[src/rtl/sar_ctl_pkg.sv]
package sar_ctl_pkg;
  typedef enum logic [1:0] {
    ST_IDLE = 2'd0,
    ST_LOAD = 2'd1,
    ST_CONV = 2'd2
  } sar_state_e;
endpackage

[src/rtl/sar_seq_fsm.sv]
module sar_seq_fsm
  import sar_ctl_pkg::*;
#(
  parameter int WIDTH = 8,
  parameter int IDXW  = $clog2(WIDTH)
) (
  input  logic            clk,
  input  logic            rst_n,
  input  logic            start_i,
  output logic            busy_o,
  output logic            clear_o,
  output logic            arm_o,
  output logic            decide_o,
  output logic            last_o,
  output logic [IDXW-1:0] idx_o
);
  localparam logic [IDXW-1:0] IDX_TOP = IDXW'(WIDTH - 1);
  localparam logic [IDXW-1:0] IDX_ONE = IDXW'(1);

  sar_state_e state_q;
  logic [IDXW-1:0] idx_q;

  // named internal events
  assign clear_o  = (state_q == ST_IDLE) && start_i;
  assign arm_o    = (state_q == ST_LOAD);
  assign decide_o = (state_q == ST_CONV);
  assign last_o   = decide_o && (idx_q == '0);
  assign busy_o   = (state_q != ST_IDLE);
  assign idx_o    = idx_q;

  always_ff @(posedge clk or negedge rst_n) begin
    if (!rst_n) begin
      state_q <= ST_IDLE;
      idx_q   <= '0;
    end else begin
      case (state_q)
        ST_IDLE: if (start_i) state_q <= ST_LOAD;
        ST_LOAD: begin
          state_q <= ST_CONV;
          idx_q   <= IDX_TOP;
        end
        ST_CONV: begin
          if (idx_q == '0) state_q <= ST_IDLE;
          else             idx_q   <= idx_q - IDX_ONE;
        end
        default: state_q <= ST_IDLE;
      endcase
    end
  end

  // start while converting never restarts the load cycle
  a_r8_start_ignored: assert property (@(posedge clk) disable iff (!rst_n)
    (decide_o && start_i && !last_o) |=> (state_q == ST_CONV));

  // load cycle is always followed by a compare at the top bit
  a_r4_load_then_top: assert property (@(posedge clk) disable iff (!rst_n)
    arm_o |=> (decide_o && idx_q == IDX_TOP));

  // index counts down by one while comparing
  a_r4_index_steps: assert property (@(posedge clk) disable iff (!rst_n)
    (decide_o && !last_o) |=> (decide_o && idx_q == $past(idx_q) - IDX_ONE));
endmodule

[src/rtl/sar_trial_reg.sv]
module sar_trial_reg #(
  parameter int WIDTH = 8,
  parameter int IDXW  = $clog2(WIDTH)
) (
  input  logic             clk,
  input  logic             rst_n,
  input  logic             clear_i,
  input  logic             arm_i,
  input  logic             decide_i,
  input  logic             last_i,
  input  logic [IDXW-1:0]  idx_i,
  input  logic             cmp_i,
  output logic [WIDTH-1:0] trial_o,
  output logic [WIDTH-1:0] result_o,
  output logic             done_o
);
  localparam logic [WIDTH-1:0] ONE     = WIDTH'(1);
  localparam logic [WIDTH-1:0] MSB_SET = ONE << (WIDTH - 1);

  // keep-or-clear the bit under test, then arm the next lower bit
  function automatic logic [WIDTH-1:0] sar_step(
    input logic [WIDTH-1:0] cur,
    input logic [IDXW-1:0]  idx,
    input logic             keep
  );
    logic [WIDTH-1:0] nxt;
    nxt = cur;
    nxt[idx] = keep;
    if (idx != '0) nxt[idx - IDXW'(1)] = 1'b1;
    return nxt;
  endfunction

  function automatic logic [WIDTH-1:0] below_mask(input logic [IDXW-1:0] idx);
    return (ONE << idx) - ONE;
  endfunction

  logic [WIDTH-1:0] trial_q, result_q, step_w;
  logic done_q;

  assign step_w = sar_step(trial_q, idx_i, cmp_i);

  always_ff @(posedge clk or negedge rst_n) begin
    if (!rst_n) begin
      trial_q  <= '0;
      result_q <= '0;
      done_q   <= 1'b0;
    end else begin
      done_q <= last_i;
      if (clear_i)       trial_q <= '0;
      else if (arm_i)    trial_q <= MSB_SET;
      else if (decide_i) trial_q <= step_w;
      if (last_i) result_q <= step_w;
    end
  end

  assign trial_o  = trial_q;
  assign result_o = result_q;
  assign done_o   = done_q;

  // first trial is the MSB alone
  a_r2_msb_first: assert property (@(posedge clk) disable iff (!rst_n)
    arm_i |=> (trial_q == MSB_SET));

  // during a compare, bits below the one under test are zero
  a_r3_lower_clear: assert property (@(posedge clk) disable iff (!rst_n)
    decide_i |-> ((trial_q & below_mask(idx_i)) == '0));

  // done is a single-cycle pulse
  a_r5_done_pulse: assert property (@(posedge clk) disable iff (!rst_n)
    done_q |=> !done_q);

  // result moves only on completion
  a_r6_result_hold: assert property (@(posedge clk) disable iff (!rst_n)
    !done_q |-> $stable(result_q));
endmodule

[src/rtl/sar_ser_out.sv]
module sar_ser_out (
  input  logic clk,
  input  logic rst_n,
  input  logic decide_i,
  input  logic cmp_i,
  output logic ser_bit_o,
  output logic ser_vld_o
);
  always_ff @(posedge clk or negedge rst_n) begin
    if (!rst_n) begin
      ser_bit_o <= 1'b0;
      ser_vld_o <= 1'b0;
    end else begin
      ser_vld_o <= decide_i;
      if (decide_i) ser_bit_o <= cmp_i;
    end
  end

  // a serial strobe follows every compare cycle
  a_r7_strobe_follows: assert property (@(posedge clk) disable iff (!rst_n)
    decide_i |=> ser_vld_o);
endmodule

[src/rtl/sar_search_ctrl.sv]
module sar_search_ctrl #(
  parameter int WIDTH = 8
) (
  input  logic             clk,
  input  logic             rst_n,
  input  logic             start_i,
  input  logic             cmp_i,
  output logic [WIDTH-1:0] trial_o,
  output logic             busy_o,
  output logic             done_o,
  output logic [WIDTH-1:0] result_o,
  output logic             ser_bit_o,
  output logic             ser_vld_o
);
  localparam int IDXW = (WIDTH > 1) ? $clog2(WIDTH) : 1;

  logic clear_w, arm_w, decide_w, last_w;
  logic [IDXW-1:0] idx_w;

  sar_seq_fsm #(.WIDTH(WIDTH), .IDXW(IDXW)) fsm_i (
    .clk(clk), .rst_n(rst_n), .start_i(start_i), .busy_o(busy_o),
    .clear_o(clear_w), .arm_o(arm_w), .decide_o(decide_w),
    .last_o(last_w), .idx_o(idx_w)
  );

  sar_trial_reg #(.WIDTH(WIDTH), .IDXW(IDXW)) reg_i (
    .clk(clk), .rst_n(rst_n), .clear_i(clear_w), .arm_i(arm_w),
    .decide_i(decide_w), .last_i(last_w), .idx_i(idx_w), .cmp_i(cmp_i),
    .trial_o(trial_o), .result_o(result_o), .done_o(done_o)
  );

  sar_ser_out ser_i (
    .clk(clk), .rst_n(rst_n), .decide_i(decide_w), .cmp_i(cmp_i),
    .ser_bit_o(ser_bit_o), .ser_vld_o(ser_vld_o)
  );

  // done coincides with the end of busy
  a_r5_done_ends_busy: assert property (@(posedge clk) disable iff (!rst_n)
    done_o |-> (!busy_o && $past(busy_o)));

  // accepted start raises busy with a zero trial code
  a_r1_start_clears: assert property (@(posedge clk) disable iff (!rst_n)
    (!busy_o && start_i) |=> (busy_o && trial_o == '0));
endmodule

[config.mk]
export PLATFORM = sky130hd
export DESIGN_NAME = sar_search_ctrl
export DESIGN_NICKNAME = d
export VERILOG_FILES = /design/src/rtl/sar_ctl_pkg.sv /design/src/rtl/sar_seq_fsm.sv /design/src/rtl/sar_trial_reg.sv /design/src/rtl/sar_ser_out.sv /design/src/rtl/sar_search_ctrl.sv
export SDC_FILE = /design/constraint.sdc
export NUM_CORES = 1
export LEC_CHECK = 0
export BUFFER_PORTS_ARGS = -buffer_cell sky130_fd_sc_hd__buf_2
export CAP_MARGIN = 0
export CORE_UTILIZATION = 42
export CTS_CLUSTER_SIZE = 10
export DETAILED_ROUTE_END_ITERATION = 12
export GPL_ROUTABILITY_DRIVEN = 0
export HOLD_SLACK_MARGIN = 0.05
export PLACE_DENSITY = 0.66
export SYNTH_ARGS = -nofsm -noshare
export SYNTH_HDL_FRONTEND = slang
export SYNTH_HIERARCHICAL = 1
export SYNTH_SLANG_ARGS = --single-unit
[constraint.sdc]
create_clock -name clk -period 1.8 [get_ports clk]
set_input_delay 0.27 -clock clk [delete_from_list [all_inputs] [get_ports clk]]
set_output_delay 0.27 -clock clk [all_outputs]
set_load 0.01 [all_outputs]
==> metrics.yaml <==
placement_rows: 19
async_reset_ff_share_pct: 100.0
die_h_um: 58.01
grt_pass1_vias: 1039
routed-wl-met3_um: 87
delay_heaviest_family_cp: "flip-flops"
cts_tree: "done"
fill_cell_instance_count_of_the_final_layout: 256
worst_setup_hold_path_clk_slew_ns: 0.13
drcViolationCount: 2
required_ns: 2.02
detailed_place_hpwl_um: 1866
mappedNetlistNets: 139
first_pass_iters: 8
largest_driver_fanout_on_the_critical_path: 6
clock-skew-final_ns: 0.01399
cpMaxStageDelayCell: "sky130_fd_sc_hd__dfrtp_1"
mostFrequentLayoutCells: "sky130_fd_sc_hd__dfrtp_1, sky130_fd_sc_hd__buf_2, sky130_fd_sc_hd__nor2_1, sky130_fd_sc_hd__a31oi_1, sky130_fd_sc_hd__o21ai_0"
stdcell_area_um2: 1524
final_common_cell: "sky130_fd_sc_hd__dfrtp_1"
area.growth.synth_to_final_pct: 15.67
final_antenna_net_count: 0
post_synth_edffs: 0
port_buffers: 23
cp_slowest_stage_delay_ns: 0.44
cts_buffer_depth: 2
grt_max_degree: 25
cp_cell_sequence: "inv_1, ha_1, nor3b_2, o21ai_1, a311oi_1"
cts_root_buf: "sky130_fd_sc_hd__clkbuf_4"
worst_ir_drop_vdd_uv: 708.1
post_dp_cell_area_um2: 1456
worstSetupPathType: "flip-flop to flip-flop"
wl_met2_um: 1223
ys_dominant_reg_cell: "sky130_fd_sc_hd__dfrtp_1"
finalWirelength_um: 2657
postCtsSetupRepairBufs: 0
startpoint_type: "flip-flop"
htree_num_levels: 1
multi_input_comb_area_um2: 646.9
fin_tns_setup_ns: 0
drive_above_1_share_pct: 27.56
seq_area_frac_synth_pct: 45.58
route.layer.met1.wl_um: 1329
final_setup_violation_count: 0
worst-endpoint-arrival_ns: 1.78
power_density_nw_per_um2: 1730
floorplan.initialDensity_pct: 46.18
slew_headroom_pct: 64.74
reported_max_cap_violation_count: 0
synthesis.instances: 131
grtUsageTotal_pct: 18.92
number_of_antenna_violations_at_the_first_check_in_global_routing: 0
cts_buffers: 3
period_share_pct: 86.39
cts.sinks: 24
grt_setup_unrepaired: "no"
critical_path.endpoint_type: "flip-flop"
outcome: "finished with violations"
floorplan.die_area_um2: 3365
global_route_wire_length_before_repair_um: 4850
max_freq_mhz: 643.1
clock_latency_ns: 0.32
num_io_pins: 24
wl_cell_um: 14.21
synth-warning-count: 6
first_iter_violations: 57
highest_layer: "met4"
synthesized_area_um2: 1318
globalRouteOverflowTotal: 0
detailroute.via_count: 1058
insertedDiodeCount: 0
ff_latch_area_um2: 600.6
slew_violations: 0
failed_checks: "design-rule violations"
tightest_slew_ns: 0.5289
chipWidth_um: 58.01
synth_area_per_cell_um2: 10.06
ys_seq_elements: 24
drt-vias-per-instance: 5.658
timing.final.crit_period_ns: 1.555
total_leakage_power_uw: 0.0006820
fin_nets: 165
final_hold_viol_count: 0
placeableCoreArea_um2: 2853
synth.distinct_cells: 31
hold_path_class: "input pin to flip-flop"
critPathBufInv: 1
[final cells by class]
cell class                      count  share of cell area [%]
Multi-Input combinational cell     93                   42.45
Sequential cell                    24                   39.41
Timing Repair Buffer               29                   10.67
Tap cell                           31                   2.545
Clock inverter                      1                   1.970
Clock buffer                        3                   1.478
Inverter                            6                   1.478
[layer usage]
metal	GRT usage [%]	vias to the layer above
met4	6.463	0
met3	2.679	2
met1	27.29	512
met2	29.23	24
met5	0	-
li1	-	520
[stage by stage]
| stage | hold WS, ns | worst slack [ns] | util, % | power (uW) | std cells |
|---|---|---|---|---|---|
| final | 0.1717 | 0.2450 | 53.42 | 2636 | 187 |
| after global routing | 0.1441 | 0.03771 | 53.42 | 2880 | 187 |
| after CTS | 0.1521 | 0.1637 | 53.29 | 2642 | 187 |
| after detailed placement | 0.2838 | 0.001344 | 51.05 | 2236 | 182 |
| after global placement | 0.2731 | 0.1101 | 51.05 | 2197 | 182 |
| after floorplan | -0.02559 | 0.1293 | - | 1856 | 131 |
[tightest hold or removal path: cells and delay by family]
family | cells | cell delay (ns)
and+or+nand+nor | 1 | 0.04
buffers and inverters | 2 | 0.15
[logic make-up (layout without fill, tap and decap cells)]
| logic type | count (synthesis) | count (layout) | synth area share, % |
|---|---|---|---|
| buffers and inverters | 14 | 39 | 5.698 |
| flip-flops | 24 | 24 | 45.58 |
| AND/OR/NAND/NOR | 41 | 41 | 19.47 |
| multiplexers | 9 | 9 | 7.217 |
| adder cells (fa/ha/maj) | 4 | 4 | 3.799 |
| AO/OA/AOI/OAI | 39 | 39 | 18.23 |
[cells in the mapped netlist (3+ instances only)]
master | instances | area (um2)
sky130_fd_sc_hd__a31oi_1 | 16 | 100.1
sky130_fd_sc_hd__and2_1 | 3 | 18.77
sky130_fd_sc_hd__dfrtp_1 | 24 | 600.6
sky130_fd_sc_hd__ha_1 | 4 | 50.05
sky130_fd_sc_hd__inv_1 | 6 | 22.52
sky130_fd_sc_hd__mux2i_1 | 8 | 80.08
sky130_fd_sc_hd__nand3b_1 | 3 | 22.52
sky130_fd_sc_hd__nor2_1 | 17 | 63.81
sky130_fd_sc_hd__nor2b_1 | 5 | 31.28
sky130_fd_sc_hd__nor3b_2 | 4 | 50.05
sky130_fd_sc_hd__o211ai_1 | 3 | 22.52
sky130_fd_sc_hd__o21ai_0 | 10 | 50.05
sky130_fd_sc_hd__o21ai_1 | 5 | 25.02
[sequential cells by signal, indices dropped and copies added (netlist names)]
register         cells
reg_i/result_o       8
reg_i/trial_o        8
fsm_i/idx_o          3
fsm_i/state_q        2
reg_i/done_o         1
ser_i/ser_bit_o      1
ser_i/ser_vld_o      1
[where the power goes]
part	leakage [uW]	switching (uW)	total, uW	internal, uW
Combinational	0.000385	740	1310	575
Clock	0.0000279	172	397	225
Sequential	0.000269	170	924	754
[what timing repair did]
action / 4_1_cts / 5_1_grt
setup endpoints to repair: 6 / 8
pin swaps: 0 / 0
resized for setup: 1 / 2
hold buffers: 1 / 0
endpoints found under the hold margin: 24 / 0
[path summary, 6_finish.rpt]
kind / startpoint / end / slack [ns] / cells past startpoint
max reg2reg: fsm_i/idx_o[1] / reg_i/trial_o[7] / 0.24 / 5
max in group asynchronous: rst_n / ser_i/ser_bit_o / 1.00 / 2
min in group asynchronous: rst_n / reg_i/result_o[6] / 0.43 / 2
min reg2reg: ser_i/ser_bit_o / ser_i/ser_bit_o / 0.53 / 1
max: fsm_i/idx_o[1] / reg_i/trial_o[7] / 0.24 / 5
min: start_i / fsm_i/state_q[0] / 0.17 / 3
No activity file was read; power rests on OpenSTA's default activity.
